--- config.mk ---
export PLATFORM = sky130hd
export DESIGN_NAME = sd_init_seq
export DESIGN_NICKNAME = d
export VERILOG_FILES = /design/src/rtl/sdi_pkg.sv /design/src/rtl/sdi_timer.sv /design/src/rtl/sdi_cmd_port.sv /design/src/rtl/sd_init_seq.sv
export SDC_FILE = /design/constraint.sdc
export NUM_CORES = 1
export LEC_CHECK = 0
export BUFFER_PORTS_ARGS = -buffer_cell sky130_fd_sc_hd__buf_2
export CORE_ASPECT_RATIO = 1.1
export CORE_MARGIN = 4
export CORE_UTILIZATION = 25
export CTS_BUF_LIST = sky130_fd_sc_hd__clkbuf_8
export DETAILED_ROUTE_END_ITERATION = 8
export SYNTH_ARGS = -nofsm -noshare
export SYNTH_HDL_FRONTEND = slang
export SYNTH_SLANG_ARGS = --single-unit
--- constraint.sdc ---
create_clock -name clk -period 2.1 [get_ports clk]
set_input_delay 0.21 -clock clk [delete_from_list [all_inputs] [get_ports clk]]
set_output_delay 0.21 -clock clk [all_outputs]
set_load 0.005 [all_outputs]
--- src/rtl/sdi_pkg.sv ---
`timescale 1ns/1ps
// Shared definitions for the SD initialization sequencer: step encoding,
// command indices, step failure codes and response word reordering.
package sdi_pkg;

    typedef enum logic [3:0] {
        ST_IDLE, ST_GO, ST_SETTLE, ST_IFC, ST_OPC_APP, ST_OPC, ST_CID,
        ST_ADDR, ST_CSD, ST_SEL, ST_STAT, ST_BW_APP, ST_BW, ST_DET_APP, ST_DET
    } step_e;

    localparam logic [5:0] IX_GO   = 6'd0;
    localparam logic [5:0] IX_CID  = 6'd2;
    localparam logic [5:0] IX_ADDR = 6'd3;
    localparam logic [5:0] IX_BW   = 6'd6;
    localparam logic [5:0] IX_SEL  = 6'd7;
    localparam logic [5:0] IX_IFC  = 6'd8;
    localparam logic [5:0] IX_CSD  = 6'd9;
    localparam logic [5:0] IX_STAT = 6'd13;
    localparam logic [5:0] IX_OPC  = 6'd41;
    localparam logic [5:0] IX_DET  = 6'd42;
    localparam logic [5:0] IX_APP  = 6'd55;

    localparam logic [7:0] E_GO       = 8'hFF;
    localparam logic [7:0] E_OPC_TIME = 8'hFE;
    localparam logic [7:0] E_OPC      = 8'hFD;
    localparam logic [7:0] E_CID      = 8'hFC;
    localparam logic [7:0] E_ADDR     = 8'hFB;
    localparam logic [7:0] E_READDR   = 8'hFA;
    localparam logic [7:0] E_CSD      = 8'hF5;
    localparam logic [7:0] E_SEL      = 8'hF4;
    localparam logic [7:0] E_STAT     = 8'hF3;
    localparam logic [7:0] E_BW       = 8'hF1;
    localparam logic [7:0] E_DET      = 8'hEF;

    localparam logic [3:0] CARD_TRAN = 4'd4;

    // Place the highest-numbered response register at word 0.
    function automatic logic [127:0] flip_words(input logic [127:0] r);
        return {r[31:0], r[63:32], r[95:64], r[127:96]};
    endfunction

endpackage

--- src/rtl/sdi_timer.sv ---
`timescale 1ns/1ps
// Tick timer: a prescaler of DIV cycles feeds a saturating tick count.
// Assumes clr is a single-cycle request; ticks reads 0 the cycle after.
module sdi_timer #(
    parameter int DIV = 24000,
    parameter int CAP = 5001,
    parameter int W   = 13
) (
    input  logic         clk,
    input  logic         rst_n,
    input  logic         clr,
    output logic [W-1:0] ticks
);
    localparam int PW = (DIV > 1) ? $clog2(DIV) : 1;

    logic [PW-1:0] pre;

    // Prescale the clock and count ticks up to CAP.
    always_ff @(posedge clk) begin
        if (!rst_n || clr) begin
            pre   <= '0;
            ticks <= '0;
        end else if (pre == PW'(DIV - 1)) begin
            pre <= '0;
            if (ticks != W'(CAP)) ticks <= ticks + 1'b1;
        end else begin
            pre <= pre + 1'b1;
        end
    end


    tick_step_chk: assert property (@(posedge clk) disable iff (!rst_n)
        !clr |=> (ticks == $past(ticks) || ticks == $past(ticks) + 1'b1));
endmodule

--- src/rtl/sdi_cmd_port.sv ---
`timescale 1ns/1ps
// Command engine port: registers each request and strobes it for one cycle,
// then captures the engine's completion, failure and response words.
// Assumes the engine answers each request with exactly one done pulse.
module sdi_cmd_port (
    input  logic         clk,
    input  logic         rst_n,
    input  logic         issue,
    input  logic [5:0]   req_idx,
    input  logic [31:0]  req_arg,
    input  logic         req_resp,
    input  logic         req_long,
    input  logic         req_init,
    input  logic         eng_done,
    input  logic         eng_fail,
    input  logic [127:0] eng_rsp,
    output logic         cmd_start,
    output logic [5:0]   cmd_idx,
    output logic [31:0]  cmd_arg,
    output logic         cmd_resp_exp,
    output logic         cmd_long,
    output logic         cmd_init,
    output logic         done_q,
    output logic         fail_q,
    output logic [127:0] rsp_q
);
    import sdi_pkg::*;

    logic       outstanding;
    logic [5:0] last_idx;

    // Launch requests and capture their completion.
    always_ff @(posedge clk) begin
        if (!rst_n) begin
            cmd_start    <= 1'b0;
            cmd_idx      <= '0;
            cmd_arg      <= '0;
            cmd_resp_exp <= 1'b0;
            cmd_long     <= 1'b0;
            cmd_init     <= 1'b0;
            done_q       <= 1'b0;
            fail_q       <= 1'b0;
            rsp_q        <= '0;
            outstanding  <= 1'b0;
            last_idx     <= '0;
        end else begin
            cmd_start <= issue;
            done_q    <= eng_done && outstanding;
            if (issue) begin
                cmd_idx      <= req_idx;
                cmd_arg      <= req_arg;
                cmd_resp_exp <= req_resp;
                cmd_long     <= req_long;
                cmd_init     <= req_init;
                outstanding  <= 1'b1;
            end
            if (eng_done && outstanding) begin
                fail_q      <= eng_fail;
                rsp_q       <= eng_rsp;
                outstanding <= 1'b0;
            end
            if (cmd_start) last_idx <= cmd_idx;
        end
    end


    one_req_chk: assert property (@(posedge clk) disable iff (!rst_n)
        issue |-> !outstanding);


    app_prefix_chk: assert property (@(posedge clk) disable iff (!rst_n)
        (cmd_start && (cmd_idx == IX_OPC || cmd_idx == IX_BW || cmd_idx == IX_DET))
        |-> last_idx == IX_APP);
endmodule

--- src/rtl/sd_init_seq.sv ---
`timescale 1ns/1ps
// SD card initialization sequencer. Walks a card from reset to a selected,
// 4-bit-wide state through a command engine. Assumes the engine returns one
// done pulse per request, with response register n in cmd_rsp[32n+31:32n].
module sd_init_seq #(
    parameter int TICK_DIV      = 24000,
    parameter int SETTLE_TICKS  = 1,
    parameter int OPCOND_TICKS  = 1000,
    parameter int TRAN_TICKS    = 5000,
    parameter int STAT_RETRIES  = 10,
    parameter int DIV_IDENT     = 60
) (
    input  logic         clk,
    input  logic         rst_n,
    input  logic         start,
    input  logic         other_valid,
    input  logic [15:0]  other_rca,
    output logic         cmd_start,
    output logic [5:0]   cmd_idx,
    output logic [31:0]  cmd_arg,
    output logic         cmd_resp_exp,
    output logic         cmd_long,
    output logic         cmd_init,
    input  logic         cmd_done,
    input  logic         cmd_fail,
    input  logic [127:0] cmd_rsp,
    output logic [7:0]   clk_div,
    output logic         wide_bus,
    output logic         busy,
    output logic         fin,
    output logic [7:0]   err_code,
    output logic         card_ok,
    output logic         card_v2,
    output logic [31:0]  ocr,
    output logic [127:0] cid,
    output logic [15:0]  rca,
    output logic [127:0] csd
);
    import sdi_pkg::*;

    localparam int LIM_A  = (OPCOND_TICKS > TRAN_TICKS) ? OPCOND_TICKS : TRAN_TICKS;
    localparam int LIM    = (LIM_A > SETTLE_TICKS) ? LIM_A : SETTLE_TICKS;
    localparam int TICK_W = $clog2(LIM + 2);
    localparam int SFW    = $clog2(STAT_RETRIES + 1);

    step_e           st;
    logic            waiting, readdr, tmr_clr_q;
    logic [SFW-1:0]  stat_fails;
    logic [TICK_W-1:0] ticks;
    logic            done_q, fail_q;
    logic [127:0]    rsp_q;
    logic            in_cmd, issue, opc_late, fail_hit, collide, is_tran;
    logic [5:0]      r_idx;
    logic [31:0]     r_arg;
    logic            r_resp, r_long, r_init;
    logic [7:0]      code;

    sdi_timer #(.DIV(TICK_DIV), .CAP(LIM + 1), .W(TICK_W)) u_tmr (
        .clk(clk), .rst_n(rst_n), .clr(tmr_clr_q), .ticks(ticks));

    sdi_cmd_port u_port (
        .clk(clk), .rst_n(rst_n), .issue(issue),
        .req_idx(r_idx), .req_arg(r_arg), .req_resp(r_resp),
        .req_long(r_long), .req_init(r_init),
        .eng_done(cmd_done), .eng_fail(cmd_fail), .eng_rsp(cmd_rsp),
        .cmd_start(cmd_start), .cmd_idx(cmd_idx), .cmd_arg(cmd_arg),
        .cmd_resp_exp(cmd_resp_exp), .cmd_long(cmd_long), .cmd_init(cmd_init),
        .done_q(done_q), .fail_q(fail_q), .rsp_q(rsp_q));

    // Select the request that belongs to the current step.
    always_comb begin
        in_cmd = 1'b1;
        r_idx  = IX_GO;
        r_arg  = {rca, 16'h0000};
        r_resp = 1'b1;
        r_long = 1'b0;
        r_init = 1'b0;
        unique case (st)
            ST_GO:      begin r_idx = IX_GO; r_arg = '0; r_resp = 1'b0; r_init = 1'b1; end
            ST_IFC:     begin r_idx = IX_IFC; r_arg = 32'h0000_01AA; end
            ST_OPC_APP, ST_BW_APP, ST_DET_APP: r_idx = IX_APP;
            ST_OPC:     begin r_idx = IX_OPC; r_arg = 32'h00FF_8000 | {1'b0, card_v2, 30'b0}; end
            ST_CID:     begin r_idx = IX_CID; r_arg = '0; r_long = 1'b1; end
            ST_ADDR:    begin r_idx = IX_ADDR; r_arg = '0; end
            ST_CSD:     begin r_idx = IX_CSD; r_long = 1'b1; end
            ST_SEL:     r_idx = IX_SEL;
            ST_STAT:    r_idx = IX_STAT;
            ST_BW:      begin r_idx = IX_BW; r_arg = 32'd2; end
            ST_DET:     begin r_idx = IX_DET; r_arg = '0; end
            default:    in_cmd = 1'b0;
        endcase
    end

    assign opc_late = (st == ST_OPC_APP) && !tmr_clr_q && !waiting &&
                      (ticks > TICK_W'(OPCOND_TICKS));
    assign issue    = in_cmd && !waiting && !tmr_clr_q && !opc_late;
    assign collide  = other_valid && (rsp_q[31:16] == other_rca) && !readdr;
    assign is_tran  = (rsp_q[12:9] == CARD_TRAN);

    // Decide whether this cycle ends the sequence with a failure code.
    always_comb begin
        fail_hit = 1'b0;
        code     = 8'h00;
        if (opc_late) begin
            fail_hit = 1'b1;
            code     = E_OPC_TIME;
        end else if (done_q && fail_q) begin
            fail_hit = 1'b1;
            unique case (st)
                ST_GO:                 code = E_GO;
                ST_OPC_APP, ST_OPC:    code = E_OPC;
                ST_CID:                code = E_CID;
                ST_ADDR:               code = readdr ? E_READDR : E_ADDR;
                ST_CSD:                code = E_CSD;
                ST_SEL:                code = E_SEL;
                ST_STAT: begin
                    code     = E_STAT;
                    fail_hit = (32'(stat_fails) + 1 >= STAT_RETRIES);
                end
                ST_BW_APP, ST_BW:      code = E_BW;
                ST_DET_APP, ST_DET:    code = E_DET;
                default:               fail_hit = 1'b0;
            endcase
        end else if (done_q && st == ST_STAT && !is_tran &&
                     ticks > TICK_W'(TRAN_TICKS)) begin
            fail_hit = 1'b1;
            code     = E_STAT;
        end
    end

    // Step sequencing, stored card registers and the clock/bus settings.
    always_ff @(posedge clk) begin
        if (!rst_n) begin
            st <= ST_IDLE; waiting <= 1'b0; readdr <= 1'b0; tmr_clr_q <= 1'b0;
            stat_fails <= '0; clk_div <= '0; wide_bus <= 1'b0; busy <= 1'b0;
            fin <= 1'b0; err_code <= '0; card_ok <= 1'b0; card_v2 <= 1'b0;
            ocr <= '0; cid <= '0; rca <= '0; csd <= '0;
        end else begin
            fin       <= 1'b0;
            tmr_clr_q <= 1'b0;
            if (issue) waiting <= 1'b1;
            else if (done_q) waiting <= 1'b0;
            if (fail_hit) begin
                st <= ST_IDLE; busy <= 1'b0; fin <= 1'b1; err_code <= code;
            end else begin
                unique case (st)
                    ST_IDLE: if (start) begin
                        st <= ST_GO; busy <= 1'b1; clk_div <= 8'(DIV_IDENT);
                        wide_bus <= 1'b0; card_ok <= 1'b0; card_v2 <= 1'b0;
                        rca <= '0; readdr <= 1'b0; waiting <= 1'b0; err_code <= '0;
                    end
                    ST_GO: if (done_q) begin st <= ST_SETTLE; tmr_clr_q <= 1'b1; end
                    ST_SETTLE: if (!tmr_clr_q && ticks >= TICK_W'(SETTLE_TICKS)) st <= ST_IFC;
                    ST_IFC: if (done_q) begin
                        card_v2   <= !fail_q && (rsp_q[11:0] == 12'h1AA);
                        st        <= ST_OPC_APP;
                        tmr_clr_q <= 1'b1;
                    end
                    ST_OPC_APP: if (done_q) st <= ST_OPC;
                    ST_OPC: if (done_q) begin
                        ocr <= rsp_q[31:0];
                        st  <= rsp_q[31] ? ST_CID : ST_OPC_APP;
                    end
                    ST_CID: if (done_q) begin cid <= flip_words(rsp_q); st <= ST_ADDR; end
                    ST_ADDR: if (done_q) begin
                        rca <= rsp_q[31:16];
                        if (collide) readdr <= 1'b1;
                        else begin clk_div <= '0; st <= ST_CSD; end
                    end
                    ST_CSD: if (done_q) begin csd <= flip_words(rsp_q); st <= ST_SEL; end
                    ST_SEL: if (done_q) begin
                        st <= ST_STAT; tmr_clr_q <= 1'b1; stat_fails <= '0;
                    end
                    ST_STAT: if (done_q) begin
                        if (fail_q) stat_fails <= stat_fails + 1'b1;
                        else if (is_tran) st <= ST_BW_APP;
                    end
                    ST_BW_APP:  if (done_q) st <= ST_BW;
                    ST_BW:      if (done_q) st <= ST_DET_APP;
                    ST_DET_APP: if (done_q) st <= ST_DET;
                    ST_DET: if (done_q) begin
                        wide_bus <= 1'b1; card_ok <= 1'b1; busy <= 1'b0;
                        fin <= 1'b1; err_code <= 8'h00; st <= ST_IDLE;
                    end
                    default: st <= ST_IDLE;
                endcase
            end
        end
    end


    div_values_chk: assert property (@(posedge clk) disable iff (!rst_n)
        !$stable(clk_div) |-> (clk_div == 8'h00 || clk_div == 8'(DIV_IDENT)));


    fast_div_chk: assert property (@(posedge clk) disable iff (!rst_n)
        (cmd_start && cmd_idx == IX_CSD) |-> clk_div == 8'h00);


    wide_set_chk: assert property (@(posedge clk) disable iff (!rst_n)
        $rose(wide_bus) |-> (fin && err_code == 8'h00 && card_ok));


    opc_limit_chk: assert property (@(posedge clk) disable iff (!rst_n)
        (fin && err_code == E_OPC_TIME) |-> ticks > TICK_W'(OPCOND_TICKS));


    start_busy_chk: assert property (@(posedge clk) disable iff (!rst_n)
        (busy && start && !fail_hit && st != ST_DET) |=> busy);
endmodule

==> results.json <==
{
  "setup.worst_path.start_class": "flop",
  "dr.pass1.iters": 5,
  "ant_nets": 0,
  "cp_max_fo": 9,
  "setup_viol": 0,
  "fmax_mhz": 489,
  "grt-ovfl-total": 0,
  "drive_gt1_share_pct": 29.2,
  "wl_met1_um": 27500,
  "cts.sinks": 514,
  "core_area_sq_um": 76400,
  "dpl.hpwl_um": 44700,
  "fp-row-count": 106,
  "dr_total_vias": 16700,
  "cts_made_buffers": 88,
  "die_h_um": 300,
  "clockBufferDepth": 3,
  "synth_top_area_share_pct": 53.2,
  "yosysMostFrequentCell": "dfxtp_1",
  "hold_class": "input port to flop",
  "switching_share_pct": 27.9,
  "end_kind": "flop",
  "p_per_area_nw_per_um2": 849,
  "top_layer_used": "met4",
  "worst_pin_slew_ns": 0.594,
  "avgSynthCellArea_sq_um": 9.94,
  "final-hold-violation-count": 0,
  "multi_input_comb_area_sq_um": 8420,
  "status": "finished, final reports clean",
  "synth_top_area_cell": "dfxtp_1",
  "power.total_uw": 23100,
  "die-area_sq_um": 81900,
  "syn_inst": 1946,
  "drc": 0,
  "first_global_vias": 16700,
  "fin_area_sq_um": 27200,
  "ctsRootBufferMaster": "clkbuf_8",
  "gp_congestion": 0.867,
  "place_area_sq_um": 23500,
  "drtIter0Drc": 859,
  "maxSlewViolCount": 0,
  "clk_latency_ns": 0.71,
  "yosysSeqAreaShare_pct": 53.2,
  "postSynth.asyncResetShare_pct": 0,
  "fin_setup_tns_ns": 0,
  "fillCellCount": 7782,
  "ys_top_cells_by_count": "dfxtp_1 (514), nand2_1 (448), mux2i_1 (297), a22o_1 (145), clkbuf_1 (95)",
  "ys_types": 65,
  "synth_edf_count": 0,
  "p_switching_uw": 6450,
  "crit_type": "flop to flop",
  "internal-power_uw": 16700,
  "fin_skew_ns": 0.0553,
  "wl_um": 66200,
  "min_period_ns": 2.05,
  "max_slew_margin_pct": 60.4,
  "track_usage_pct": 15.1,
  "grt_pass1_wl_um": 98000,
  "dr_wl_met3_um": 5050,
  "initial_core_util_pct": 25.3,
  "wl_met2_um": 31700,
  "path_clk_slew_ns": 0.06,
  "yosys_warnings": 0,
  "required_ns": 2.69,
  "pwr-share-clk_pct": 40.6,
  "antenna_found_initial": 0,
  "synth_seq_cells": 514,
  "yosys_most_used_dff": "dfxtp_1",
  "nNetsFinal": 2796,
  "cts_tree": "yes",
  "placed_cells": 3425,
  "grt_max_degree": 87,
  "whs_ns": 0.167,
  "p_comb_share_pct": 13.7,
  "ir_drop_mv": 0.475,
  "fin_crit_sh_pct": 97.4,
  "register_area_sq_um": 10300,
  "die_w_um": 273,
  "max_cap_violations": 0,
  "syn-cell-area_sq_um": 19300,
  "cp.arrival_ns": 2.64,
  "leakage_uw": 0.0112,
  "synthTopCellsByArea": "dfxtp_1 (53%), mux2i_1 (15%), nand2_1 (8.7%)",
  "htreeDepth": 3,
  "viasPerCell": 4.48,
  "io_buffers": 502,
  "power_frac_seq_pct": 45.7,
  "layout.cells.non_filler": 3725,
  "ioPinCount": 517,
  "area_growth_pct": 40.8,
  "post_drt_wl_per_cell_um": 17.8
}
-- state kept, by name, indices dropped and copies added, names as in the netlist, 4 cells and up --
name,cells
u_tmr.ticks,13
u_port.cmd_arg,19
ocr,32
u_port.rsp_q,128
u_tmr.pre,15
u_port.cmd_idx,6
rca,16
cid,128
st,4
stat_fails,4
csd,128
err_code,6
-- logic make-up after synthesis --
| family | synth area share (%) |
|---|---|
| AOI/OAI and AO/OA | 10.3 |
| xor gates and xnor gates | 1.90 |
| adders and majority gates | 0.388 |
| buffers and inverters | 4.31 |
| DFF | 53.2 |
| muxes | 15.4 |
| other | 0.0194 |
| and+or+nand+nor | 14.5 |
-- per-stage QoR --
stage | setup WS (ns) | util [%]
after detailed placement | -0.124 | 30.8
after floorplan | 0.114 | -
after CTS | 0.000105 | 34.9
after global routing | -0.0190 | 35.6
after global placement | -0.157 | 30.8
final | 0.0538 | 35.6
-- cell type report --
class / instances / area share [%]
clock buffer: 102 / 5.16
sequential: 514 / 37.8
multi-input combinational: 1270 / 30.9
clock inverter: 45 / 1.41
timing repair buffer: 753 / 19.8
inverter: 13 / 0.179
tap: 1026 / 4.71
antenna: 2 / 0.0184
-- final timing paths --
path                   to  cells past startpoint     startpoint  slack, ns
max              cid[112]                     11  stat_fails[1]       0.05
min                readdr                      6    other_valid       0.17
max reg2reg      cid[112]                     11  stat_fails[1]       0.05
min reg2reg  u_tmr.pre[0]                      1   u_tmr.pre[0]       0.44
-- routing by layer --
metal | global-route usage (%) | vias up
met5 | 0 | -
met4 | 5.47 | 0
met3 | 4.45 | 119
met2 | 25.3 | 594
met1 | 18.3 | 7878
li1 | - | 8083
-- power groups by stage --
stage,clock [uW],sequential [uW],combinational [uW]
3_3_place_gp,0,10800,2770
4_1_cts,9770,10600,2990
6_report,9390,10600,3170
2_1_floorplan,0,10600,1640
5_1_grt,10200,10600,3450
3_5_place_dp,0,10800,2780
-- worst max-delay path: stages (launching register included) --
cell and delay [ns]:
dfxtp_4 0.36, inv_1 0.07, ha_4 0.27, nand3b_1 0.07, nand3_1 0.09, a31oi_2 0.10
buf_6 0.15, nor2_4 0.12, buf_12 0.15, buf_12 0.16, buf_16 0.17, mux2i_1 0.21
-- placed cells by master (no fill, tap or decap), types with 5 or more instances in the layout --
cell,instances
a211oi_1,16
a21oi_1,38
a22o_1,145
a31oi_1,6
and3_1,8
buf_12,24
buf_16,6
buf_2,501
buf_4,70
buf_6,8
clkbuf_16,11
clkbuf_8,102
clkinv_2,10
conb_1,14
dfxtp_1,507
dfxtp_2,5
dlygate4sd3_1,131
inv_1,31
mux2i_1,295
nand2_1,448
nand2b_1,16
nand3_1,34
nand4_1,9
nor2_1,71
nor3_1,13
nor4_1,11
o21ai_0,14
or3_1,7
xnor2_1,17
xor2_1,23
-- timing repair --
action | CTS | global route
setup buffers | 1 | 7
pin swaps | 2 | 3
cloned | 1 | 11
setup endpoints to repair | 37 | 291
hold buffers | 131 | 0
endpoints found under the hold margin | 144 | 0
gates resized for setup | 6 | 38
Power figures use the tool's default switching activity.
